File: config.mk
export PLATFORM = sky130hd
export DESIGN_NAME = aal1_cell_builder
export DESIGN_NICKNAME = d
export VERILOG_FILES = /design/src/rtl/aal1_pkg.sv /design/src/rtl/aal1_snp_gen.sv /design/src/rtl/aal1_ptr_gen.sv /design/src/rtl/aal1_cell_builder.sv
export SDC_FILE = /design/constraint.sdc
export NUM_CORES = 1
export LEC_CHECK = 0
export BUFFER_PORTS_ARGS = -buffer_cell sky130_fd_sc_hd__buf_2
export CAP_MARGIN = 10
export CORE_MARGIN = 2
export CORE_UTILIZATION = 45
export DETAILED_ROUTE_END_ITERATION = 12
export GPL_TIMING_DRIVEN = 0
export PLACE_DENSITY_LB_ADDON = 0.05
export REMOVE_ABC_BUFFERS = 1
export SYNTH_ARGS = -nofsm -noshare
export SYNTH_HDL_FRONTEND = slang
export SYNTH_HIERARCHICAL = 1
export SYNTH_SLANG_ARGS = --single-unit
File: constraint.sdc
create_clock -name clk -period 2.7 [get_ports clk]
set_clock_uncertainty 0.15 [all_clocks]
set_input_delay 0.54 -clock clk [delete_from_list [all_inputs] [get_ports clk]]
set_output_delay 0.54 -clock clk [all_outputs]
set_load 0.005 [all_outputs]
File: src/rtl/aal1_pkg.sv
package aal1_pkg;

    localparam int OCTET_W = 8;
    localparam int SC_W    = 3;
    localparam int SN_W    = SC_W + 1;
    localparam int CRC_W   = 3;

    typedef enum logic [1:0] {
        ST_HDR  = 2'd0,
        ST_PTR  = 2'd1,
        ST_DATA = 2'd2
    } build_state_e;

    // Serial division of sn * x^3 by x^3 + x + 1, most significant bit first.
    function automatic logic [CRC_W-1:0] sn_crc3(input logic [SN_W-1:0] sn);
        logic [CRC_W-1:0] rem;
        logic             fb;
        rem = '0;
        for (int i = SN_W - 1; i >= 0; i--) begin
            fb  = sn[i] ^ rem[CRC_W-1];
            rem = {rem[CRC_W-2:0], 1'b0} ^ (fb ? 3'b011 : 3'b000);
        end
        return rem;
    endfunction

endpackage

File: src/rtl/aal1_snp_gen.sv
module aal1_snp_gen
    import aal1_pkg::*;
(
    input  logic [SN_W-1:0]    sn,
    output logic [OCTET_W-1:0] hdr_octet
);
    logic [CRC_W-1:0] crc;

    always_comb begin
        crc       = sn_crc3(sn);
        hdr_octet = {sn, crc, ^{sn, crc}};
    end
endmodule

File: src/rtl/aal1_ptr_gen.sv
module aal1_ptr_gen #(
    parameter int PTR_W = 7
) (
    input  logic [PTR_W-1:0] offset,
    output logic [PTR_W:0]   ptr_octet
);
    always_comb begin
        ptr_octet = {^offset, offset};
    end
endmodule

File: src/rtl/aal1_cell_builder.sv
module aal1_cell_builder
    import aal1_pkg::*;
#(
    parameter int CELL_OCTETS = 48,
    parameter int PTR_W       = OCTET_W - 1
) (
    input  logic               clk,
    input  logic               rst,
    input  logic               in_valid,
    input  logic [OCTET_W-1:0] in_data,
    output logic               in_ready,
    input  logic               ptr_req,
    input  logic [PTR_W-1:0]   ptr_offset,
    output logic               out_valid,
    output logic               out_sop,
    output logic [OCTET_W-1:0] out_data
);
    localparam int SDU_OCTETS = CELL_OCTETS - 1;
    localparam int CNT_W      = $clog2(CELL_OCTETS);

    typedef struct packed {
        build_state_e       state;
        logic [SC_W-1:0]    sc;
        logic [CNT_W-1:0]   left;
        logic [PTR_W:0]     ptr_oct;
        logic               out_valid;
        logic               out_sop;
        logic [OCTET_W-1:0] out_data;
    } build_regs_t;

    build_regs_t regs_d, regs_q;

    logic               use_ptr;
    logic [OCTET_W-1:0] hdr_octet;
    logic [PTR_W:0]     ptr_octet;

    assign use_ptr = ptr_req && !regs_q.sc[0];

    aal1_snp_gen u_snp (
        .sn        ({use_ptr, regs_q.sc}),
        .hdr_octet (hdr_octet)
    );

    aal1_ptr_gen #(.PTR_W(PTR_W)) u_ptr (
        .offset    (ptr_offset),
        .ptr_octet (ptr_octet)
    );

    always_comb begin
        regs_d           = regs_q;
        regs_d.out_valid = 1'b0;
        regs_d.out_sop   = 1'b0;
        unique case (regs_q.state)
            ST_HDR: begin
                if (in_valid) begin
                    regs_d.out_valid = 1'b1;
                    regs_d.out_sop   = 1'b1;
                    regs_d.out_data  = hdr_octet;
                    regs_d.sc        = regs_q.sc + 1'b1;
                    regs_d.ptr_oct   = ptr_octet;
                    regs_d.left      = use_ptr ? CNT_W'(SDU_OCTETS - 1) : CNT_W'(SDU_OCTETS);
                    regs_d.state     = use_ptr ? ST_PTR : ST_DATA;
                end
            end
            ST_PTR: begin
                regs_d.out_valid = 1'b1;
                regs_d.out_data  = regs_q.ptr_oct;
                regs_d.state     = ST_DATA;
            end
            ST_DATA: begin
                if (in_valid) begin
                    regs_d.out_valid = 1'b1;
                    regs_d.out_data  = in_data;
                    regs_d.left      = regs_q.left - 1'b1;
                    if (regs_q.left == CNT_W'(1)) begin
                        regs_d.state = ST_HDR;
                    end
                end
            end
            default: regs_d.state = ST_HDR;
        endcase
        if (rst) begin
            regs_d = '{state: ST_HDR, default: '0};
        end
    end

    always_ff @(posedge clk) begin
        regs_q <= regs_d;
    end

    assign in_ready  = (regs_q.state == ST_DATA);
    assign out_valid = regs_q.out_valid;
    assign out_sop   = regs_q.out_sop;
    assign out_data  = regs_q.out_data;

endmodule

# Yosys cells after proc, flatten, opt, wreduce, memory -nomap -nowiden

Index checks and enable logic that the tools add are counted.

Eq/ne operators: 6
Mux-type cells: 16
Bitwise logic cells: 7
Add/sub/neg operators: 2
Reduce and logical (&&, ||, !) cells: 12

Operators by type and width:

| kind                                                | count |
|---|---|
| 2-to-1 mux 29 bit                                   | 1 |
| one-hot mux 8 bit (3 select lines)                  | 1 |
| 2-to-1 mux 2 bit                                    | 7 |
| XOR reduction 7 bit                                 | 2 |
| one-hot mux 6 bit (2 select lines)                  | 1 |
| AND reduction 3 bit                                 | 3 |
| 2-to-1 mux 8 bit                                    | 1 |
| equality test 6 x 1 -> 1 bit, second input constant | 1 |
| 2-to-1 mux 6 bit                                    | 1 |
| one-hot mux 2 bit (3 select lines)                  | 1 |
| subtractor 6 x 1 -> 6 bit, second input constant    | 1 |
| XOR 3 bit                                           | 2 |
| != test 2 bit, second input constant                | 2 |
| adder 3 x 1 -> 3 bit, second input constant         | 1 |
| one-hot mux 1 bit (3 select lines)                  | 1 |
| nonzero test 3 bit                                  | 1 |
| XOR 3 x 2 -> 3 bit                                  | 1 |
| equality test 2 x 1 -> 1 bit, second input constant | 1 |
| equality test 2 bit, second input constant          | 1 |
| zero test 2 bit                                     | 1 |
| 2-to-1 mux 1 bit                                    | 2 |
| != test 2 x 1 -> 1 bit, second input constant       | 1 |
| AND reduction 2 bit                                 | 1 |
| nonzero test 2 bit                                  | 1 |
| other kinds (6)                                     | 7 |

Word-level logic and storage cells: 50
Output and inout bits: 11
Register bits after elaboration: 29
Bits of input ports: 19

# Logic depth before layout (Yosys ltp)

Gate-level depths: netlist (run 1).

Word-level depth: 13
Depth in mapped cells: 6
Gate-level depth less buffers: 6

# Cells and area by module

Netlist (run 1), hierarchy kept.

By module, submodules not included:

| module            | sequential area each (µm²) | area an instance (µm²) | cells an instance | times used |
|---|---|---|---|---|
| aal1_cell_builder | 580.6                      | 1437.6                 | 164               | 1 |
| aal1_snp_gen      | 0.0                        | 132.6                  | 8                 | 1 |
| aal1_ptr_gen      | 0.0                        | 115.1                  | 11                | 1 |

# Worst setup path after synthesis (run 1)

Ideal clock, no wire load.

Kind: input to register
Start: input ptr_req
End: register regs_q[1], in the netlist out_data[1]
Cell stages on the path: 5
Required time: 2.416 ns
Slack: 0.985 ns
Setup time: 0.134 ns
Arrival: 1.431 ns
Buffers on the path: 0
Cell sequence: nand2b_1 > inv_1 > xor3_1 > a22oi_1 > a211oi_1

Longest elaborated chain between the ends: 9

Ends and longest elaborated chain:

| element                            | RTL line                | RTL |
|---|---|---|
| from (decl)                        | aal1_cell_builder.sv:12 | `input logic ptr_req,` |
| logical AND 1 bit                  | aal1_cell_builder.sv:37 | `assign use_ptr = ptr_req && !regs_q.sc[0];` |
| net use_ptr                        | aal1_cell_builder.sv:33 | `logic use_ptr;` |
| 2-to-1 mux 2 bit                   | aal1_pkg.sv:21          | `rem = {rem[CRC_W-2:0], 1'b0} ^ (fb ? 3'b011 : 3'b000);` |
| XOR 3 bit (2 in series)            | aal1_pkg.sv:21          |  |
| XOR 1 bit                          | aal1_pkg.sv:20          | `fb = sn[i] ^ rem[CRC_W-1];` |
| 2-to-1 mux 2 bit                   | aal1_pkg.sv:21          |  |
| XOR 3 x 2 -> 3 bit                 | aal1_pkg.sv:21          |  |
| net hdr_octet[1]                   | aal1_cell_builder.sv:34 | `logic [OCTET_W-1:0] hdr_octet;` |
| 2-to-1 mux 29 bit                  | aal1_cell_builder.sv:55 | `if (in_valid) begin` |
| one-hot mux 8 bit (3 select lines) | aal1_cell_builder.sv:53 | `unique case (regs_q.state)` |
| to (signal assigned)               | aal1_cell_builder.sv:88 | `regs_q <= regs_d;` |
| to (decl)                          | aal1_cell_builder.sv:31 | `build_regs_t regs_d, regs_q;` |

The timed path passes the listed nets, and every way through them passes these cells. The select of a mux whose other input is x is not followed.
A chain may end at the register's enable or synchronous reset.

# Worst setup path after layout (run 1)

Start: register regs_q[27]
End: output in_ready

Longest elaborated chain between the ends: 1

Ends and longest elaborated chain:

| element             | RTL line                | RTL |
|---|---|---|
| equality test 2 bit | aal1_cell_builder.sv:91 | `assign in_ready = (regs_q.state == ST_DATA);` |
| to (decl)           | aal1_cell_builder.sv:11 | `output logic in_ready,` |

Every way passes these cells.

==> flow_summary.yaml, run 1 <==
worst_setup_path:
  cp_slowest_cell: "ha_1"
  crit_arrival_ps: 1620
  cp.buffers_inverters: 2
  path_class: "flop to primary output"
  crit_required_ps: 2010
  cp_cell_sequence: "inv_1 > ha_1 > buf_2"
  max_stage_delay_ps: 620
  critPathTopFamily: "adder cells"
  end_kind: "primary output"
  crit_fanout: 17
  cp-start-kind: "flop"
power_and_ir_drop:
  switching_share: 0.322
  p_int_mw: 0.940
  p_comb_frac: 0.318
  p_sw_mw: 0.447
  seqPwrFrac: 0.398
  finalPower_mw: 1.39
  power.density_mw_per_mm2: 772
  clockPowerShare: 0.284
  ir_worst_vdd_v: 0.000310
  power.leakage_nw: 0.764
drt:
  post_drt_via_cell_ratio: 5.15
  vias: 1232
  drtIter0Drc: 43
  routed_wl_mm: 3.26
  drc: 0
  wl_per_cell_um: 13.6
  first_pass_iters: 4
  antenna_left: 0
sta:
  final.setup.tns_ps: 0
  period_share: 0.855
  hold_viol_final: 0
  worst_slew_pin_slew_ps: 689
  maxSlewHeadroom: 0.541
  fin_crit_ps: 2310
  rsz0062_at_grt: "false"
  slew_violations: 0
  max_freq_mhz: 433
  setup-violations-final: 0
cts:
  cts_buffers: 5
  holdBufCountCts: 0
  numClockSinks: 29
  clk_path_buf_depth: 2
  cts_setup_buffers: 0
  tritoncts: "yes"
  cts-root-buf: "clkbuf_8"
  h-tree-depth: 2
  clkTransAtPathRegs_ps: 60
  clk_latency_ps: 270
  ctsResizeCount: 0
synthesis:
  synth_area_leaders: "dfxtp_1 (34%), buf_4 (8.9%), a21oi_1 (5.0%), a211oi_1 (4.5%), ha_1 (4.5%)"
  yosys.cell_count.top_type: "dfxtp_1"
  syn_avg_cell_area_um2: 9.21
  yosysTopAreaCellShare: 0.344
  synth-warning-count: 6
  synth_largest_area_cell: "dfxtp_1"
  synth-seq-cells: 29
  yosysSeqAreaShare: 0.344
  synthDistinctLibCells: 37
  ys_async_sr_fraction: 0
  synth_edf_count: 0
  ys_dominant_reg_cell: "dfxtp_1"
  synthCells: 183
  netlist_area_mm2: 0.00169
  synth_common_cells: "dfxtp_1 (29), buf_4 (20), nand2_1 (20)"
floorplanning:
  fp-row-count: 22
  die_h_um: 65.2
  start_util: 0.464
  core_area_mm2: 0.00363
  die_area_mm2: 0.00425
  dieWidth_um: 65.2
  io_pins: 30
global_routing:
  grtUsageMet1: 0.223
  grt_pass1_wl_mm: 5.31
  grt-ovfl-total: 0
  top_usage_layer: "met2"
  antenna_found_initial: 0
  grt_pass1_vias: 1107
  grt_usage: 0.166
  grt_max_degree: 30
  use_met3: 0.0394
  gr-usage-met2: 0.250
place:
  post_dp_cell_area_mm2: 0.00170
  place.gp.congestion: 0.751
  dp.cells: 231
  dpl.hpwl_mm: 2.33
  portBuffers: 29
final_layout:
  fin_nets: 215
  final_core_util: 0.495
  synthToLayoutAreaGrowth_pct: 6.68
  drive_above_1_share: 0.236
  n_antenna_cell: 0
  final_area_mm2: 0.00180
  finalNonFillerCells: 239
flow_run:
  max_cap_viol_count: 0
run_status:
  status: "completed"
worst_hold_path:
  min_path_type: "flop to flop"
==> cell type report <==
cell class                      count  area [um^2]
Clock buffer                        7         96.3
Fill cell                         371         1840
Multi-Input combinational cell    119          888
Timing Repair Buffer               29          145
Sequential cell                    29          581
Tap cell                           48         60.1
Inverter                            6         22.5
Clock inverter                      1         5.00
==> logic make-up after synthesis <==
group                    count (synthesis)  share of synthesized area
XOR/XNOR                                12                      0.119
AO/OA/AOI/OAI                           50                      0.205
multiplexers                             1                     0.0134
adder cells (fa/ha/maj)                  6                     0.0445
buffers and inverters                   35                      0.128
flip-flops                              29                      0.344
AND/OR/NAND/NOR                         50                      0.146
==> final timing paths <==
check	from	to	slack, ps	cells past startpoint
hold reg to reg	regs_q[10]	regs_q[10]	310	2
hold / removal	regs_q[10]	regs_q[10]	310	2
setup / recovery	regs_q[27]	in_ready	390	3
setup reg to reg	regs_q[27]	regs_q[23]	600	6
==> sequential cells by signal (all words and copies together), names as in the netlist <==
name	flops
out_sop	1
out_data	8
regs_q	19
out_valid	1
==> placed cells by master, fill, tap and decap left out, drive strengths merged, types with 2 or more instances in the layout <==
| master | instances |
|---|---|
| xnor3 | 2 |
| nor2b | 3 |
| or2 | 2 |
| ha | 6 |
| nand2 | 20 |
| a22oi | 8 |
| a311oi | 2 |
| xor2 | 2 |
| o21ai | 2 |
| xnor2 | 4 |
| dfxtp | 29 |
| nand3 | 3 |
| buf | 29 |
| inv | 6 |
| xor3 | 4 |
| clkbuf | 7 |
| nor2 | 14 |
| a21oi | 17 |
| a22o | 8 |
| a211oi | 10 |
==> power by group through the flow <==
stage	clock network, mW	logic, mW	registers (mW)
final	0.394	0.441	0.552
after detailed placement	0	0.443	0.561
after global placement	0	0.435	0.558
after global routing	0.430	0.492	0.560
after CTS	0.408	0.446	0.552
after floorplan	0	0.330	0.550
==> worst reg2reg max path: cells and delay by family, from the launching register on <==
| family | cells | cell delay (ps) |
|---|---|---|
| adders and majority gates | 1 | 620 |
| AOI/OAI and AO/OA | 1 | 190 |
| xor gates and xnor gates | 1 | 140 |
| buffers and inverters | 1 | 170 |
| and+or+nand+nor | 2 | 410 |
| DFF | 1 | 320 |
==> through the flow <==
stage                     hold WS (ps)  setup slack [ps]
after floorplan                    281               909
after global placement             295               638
after detailed placement           299               613
after CTS                          308               375
after global routing               330               300
final                              309               392
==> metal layers <==
metal	part of all wire	vias up
met2	0.43	34
li1	-	637
met5	0	-
met1	0.50	556
met4	0.015	0
met3	0.055	5
Note: power is estimated with default switching activity, not from simulation.
==> run 2, diff against run 1 <==
--- a/config.mk
+++ b/config.mk
@@ -7,6 +7,7 @@
 export LEC_CHECK = 0
 export BUFFER_PORTS_ARGS = -buffer_cell sky130_fd_sc_hd__buf_2
 export CAP_MARGIN = 10
+export CORE_ASPECT_RATIO = 1.75
 export CORE_MARGIN = 2
 export CORE_UTILIZATION = 45
 export DETAILED_ROUTE_END_ITERATION = 12
==> run 2 against run 1 <==
Net effect:
- combinational power is essentially flat
- utilization rose by 0.081 points
- die area grew 0.44%
- register-to-register slack hardly changed
- global-route usage up 0.36 points
- via count grew 0.89%
- critical path depth stayed put
- maximum frequency grew 0.28%
- hold slack got worse by 2.1 ps
- largest cell class unchanged
==> flow_summary.yaml, run 2 (synthesized netlist as in run 1, its figures left out) <==
power_and_ir_drop:
  ir_worst_vdd_v: 0.000396
  finalPower_mw: 1.35
  power.density_mw_per_mm2: 759
  power.leakage_nw: 0.754
cts:
  cts-root-buf: "clkbuf_8"
  tritoncts: "yes"
  h-tree-depth: 2
  numClockSinks: 29
  cts_setup_buffers: 0
  clk_latency_ps: 280
  holdBufCountCts: 0
  clkTransAtPathRegs_ps: 60
  ctsResizeCount: 0
  clk_path_buf_depth: 2
  cts_buffers: 5
worst_hold_path:
  min_path_cells: 2
  min_path_type: "flop to flop"
worst_setup_path:
  crit_arrival_ps: 1610
  cp-start-kind: "flop"
  crit_required_ps: 2010
  path_class: "flop to primary output"
  end_kind: "primary output"
  rr_worst_depth: 6
  cp_cell_sequence: "inv_1 > ha_1 > buf_2"
  max_stage_delay_ps: 610
  cp_slowest_cell: "ha_1"
  crit_fanout: 17
drt:
  first_pass_iters: 4
  vias: 1243
  routed_wl_mm: 3.26
  post_drt_via_cell_ratio: 5.27
  drc: 0
  drtIter0Drc: 17
  antenna_left: 0
  wl_per_cell_um: 13.8
sta:
  max_freq_mhz: 434
  period_share: 0.852
  rsz0062_at_grt: "false"
  fin_crit_ps: 2300
  worst_slew_pin_slew_ps: 732
  setup-violations-final: 0
  maxSlewHeadroom: 0.512
  fin_hold_ws_ps: 306
  final.setup.tns_ps: 0
  hold_viol_final: 0
  layout_setup_ws_ps: 398
  slew_violations: 0
floorplanning:
  die_area_mm2: 0.00427
  io_pins: 30
  fp-row-count: 29
  core_area_mm2: 0.00359
  dieWidth_um: 50.3
  die_h_um: 85.0
  start_util: 0.469
final_layout:
  final_area_mm2: 0.00178
  synthToLayoutAreaGrowth_pct: 5.64
  largest_reg_flops: 19
  drive_above_1_share: 0.226
  n_antenna_cell: 0
  final_cell_mix: "buf_2 (29), dfxtp_1 (29), nand2_1 (20), a21oi_1 (17), nor2_1 (13)"
  final_core_util: 0.496
  fin_nets: 215
  multi_input_area_um2: 888
  top_register: "regs_q"
  final-seq-area_um2: 581
  fill_cells: 351
  finalNonFillerCells: 236
place:
  place.gp.congestion: 0.768
  post-place-ws_ps: 633
  dpl.hpwl_mm: 2.40
  dp.cells: 229
  post_dp_cell_area_mm2: 0.00169
  portBuffers: 29
global_routing:
  grt_pass1_vias: 1168
  grt_pass1_wl_mm: 5.41
  grt_max_degree: 30
  antenna_found_initial: 0
  grt-ovfl-total: 0
  grt_usage: 0.169
flow_run:
  max_cap_viol_count: 0
run_status:
  status: "completed"
==> run 2: routing by layer <==
layer / vias to the layer above / global-route usage / wire [um]
met5: - / 0 / 0
met4: 0 / 0.0758 / 61
met3: 6 / 0.0511 / 147
met2: 32 / 0.289 / 1690
met1: 571 / 0.188 / 1360
li1: 634 / - / -
==> run 2: cell type report <==
class,count,area share
Multi-Input combinational cell,119,0.499
Sequential cell,29,0.326
Timing Repair Buffer,29,0.0815
Clock buffer,7,0.0485
Tap cell,46,0.0323
Inverter,6,0.0126
==> run 2: critical path: cells and delay by family, from the launching register on <==
| family | cells | cell delay (ps) |
|---|---|---|
| buffers and inverters | 2 | 410 |
| adder cells (fa/ha/maj) | 1 | 610 |
| flip-flops | 1 | 320 |
==> run 2: worst paths after layout <==
kind	startpoint	slack, ps	to
worst min register to register	regs_q[10]	310	regs_q[10]
worst min-delay path	regs_q[10]	310	regs_q[10]
worst max-delay path	regs_q[27]	400	in_ready
worst max register to register	regs_q[27]	610	regs_q[23]
==> run 2: power by group <==
group          leakage (nW)  internal, mW  switching [mW]
Combinational         0.471         0.218           0.221
Clock                0.0443         0.202           0.156
Sequential            0.239         0.492          0.0615
==> run 3, diff against run 2 <==
--- a/config.mk
+++ b/config.mk
@@ -12,7 +12,7 @@
 export CORE_UTILIZATION = 45
 export DETAILED_ROUTE_END_ITERATION = 12
 export GPL_TIMING_DRIVEN = 0
-export PLACE_DENSITY_LB_ADDON = 0.05
+export PLACE_DENSITY_LB_ADDON = 0.3
 export REMOVE_ABC_BUFFERS = 1
 export SYNTH_ARGS = -nofsm -noshare
 export SYNTH_HDL_FRONTEND = slang
==> constraint.sdc (replaced) <==
create_clock -name clk -period 2.68 [get_ports clk]
set_clock_uncertainty 0.15 [all_clocks]
set_input_delay 0.536 -clock clk [delete_from_list [all_inputs] [get_ports clk]]
set_output_delay 0.536 -clock clk [all_outputs]
set_load 0.005 [all_outputs]
==> run 3 against run 2 <==
Net effect:
- final cell count increased by 0.42%
- critical path type unchanged
- largest power group unchanged
- clock power fell by 4%
- sequential power is 0.7% higher
==> flow_summary.yaml, run 3 (synthesized netlist as in run 1, its figures left out) <==
run_status:
  status: "completed"
cts:
  tritoncts: "yes"
  cts-root-buf: "clkbuf_8"
  cts_setup_buffers: 0
  h-tree-depth: 2
  clk_path_buf_depth: 2
  ctsResizeCount: 0
  cts_buffers: 5
  holdBufCountCts: 0
  numClockSinks: 29
  clkTransAtPathRegs_ps: 60
  clk_latency_ps: 280
global_routing:
  grt_pass1_vias: 1197
  use_met3: 0.0475
  antenna_found_initial: 0
  grt_usage: 0.170
  grt_max_degree: 30
  grt_pass1_wl_mm: 5.45
  grt-ovfl-total: 0
  top_usage_layer: "met2"
  grtUsageMet1: 0.192
  gr-usage-met2: 0.286
worst_hold_path:
  min-delay-start: "regs_q[10]"
  min_path_type: "flop to flop"
drt:
  antenna_left: 0
  first_pass_iters: 4
  vias: 1257
  wl_per_cell_um: 13.4
  routed_wl_mm: 3.18
  drtIter0Drc: 33
  post_drt_via_cell_ratio: 5.30
  drc: 0
sta:
  maxSlewHeadroom: 0.538
  worst_slew_pin_slew_ps: 693
  final.setup.tns_ps: 0
  period_share: 0.839
  fin_crit_ps: 2250
  max_freq_mhz: 445
  fin_hold_ws_ps: 304
  hold_viol_final: 0
  setup-violations-final: 0
  rsz0062_at_grt: "false"
  slew_violations: 0
place:
  place.gp.congestion: 0.765
  dp.cells: 229
  portBuffers: 29
  dpl.hpwl_mm: 2.37
floorplanning:
  die_h_um: 85.0
  dieWidth_um: 50.3
  fp-row-count: 29
  io_pins: 30
  die_area_mm2: 0.00427
  start_util: 0.469
  core_area_mm2: 0.00359
worst_setup_path:
  cp_cell_sequence: "inv_1 > ha_1 > buf_2"
  startpoint: "regs_q[27]"
  crit_required_ps: 1990
  timing.rr.start: "regs_q[27]"
  max_stage_delay_ps: 570
  path_class: "flop to primary output"
  crit_fanout: 17
  end_kind: "primary output"
  cp_slowest_cell: "ha_1"
  crit_arrival_ps: 1560
  cp-start-kind: "flop"
final_layout:
  top_register: "regs_q"
  largest_reg_flops: 19
  final_cell_mix: "buf_2 (29), dfxtp_1 (29), nand2_1 (20), a21oi_1 (17), nor2_1 (13)"
  fill_cells: 371
  fin_nets: 215
  synthToLayoutAreaGrowth_pct: 5.27
  finalNonFillerCells: 237
  drive_above_1_share: 0.220
  n_antenna_cell: 0
power_and_ir_drop:
  power.leakage_nw: 0.749
  power.density_mw_per_mm2: 755
  ir_worst_vdd_v: 0.000579
flow_run:
  max_cap_viol_count: 0
run 3: layout make-up:
class | instances | area (um^2) | share of cell area
Multi-Input combinational cell | 119 | 888 | 0.501
Sequential cell | 29 | 581 | 0.327
Timing Repair Buffer | 29 | 145 | 0.0818
Clock buffer | 8 | 80.1 | 0.0451
Tap cell | 46 | 57.6 | 0.0324
Inverter | 6 | 22.5 | 0.0127
run 3: routing by layer:
layer	vias to the layer above	wire length, um
met5	-	0
met4	0	69
met3	6	131
met2	25	1670
met1	587	1310
li1	639	-
run 3: critical path: cells and delay by family (launching register included):
family / cells / cell delay (ps)
DFF: 1 / 320
buffers and inverters: 2 / 390
adders and majority gates: 1 / 570
run 3: through the flow:
| stage | setup slack (ps) | area (um^2) | power (mW) | util |
|---|---|---|---|---|
| after global routing | 277 | 1770 | 1.43 | 0.494 |
| after global placement | 688 | 1690 | 0.991 | 0.472 |
| final | 431 | 1770 | 1.34 | 0.494 |
| after CTS | 419 | 1770 | 1.35 | 0.494 |
| after floorplan | 889 | 1490 | 0.887 | - |
| after detailed placement | 639 | 1690 | 1.01 | 0.472 |
run 3: path summary, 6_finish.rpt:
check | slack, ps | end | cells past startpoint
setup reg to reg | 620 | regs_q[23] | 6
hold / removal | 300 | regs_q[10] | 2
hold reg to reg | 300 | regs_q[10] | 2
setup / recovery | 430 | in_ready | 3
run 3: where the power goes:
part / switching (mW) / internal, mW / total, mW
combinational: 0.220 / 0.220 / 0.440
clock: 0.159 / 0.184 / 0.343
sequential: 0.0621 / 0.496 / 0.558
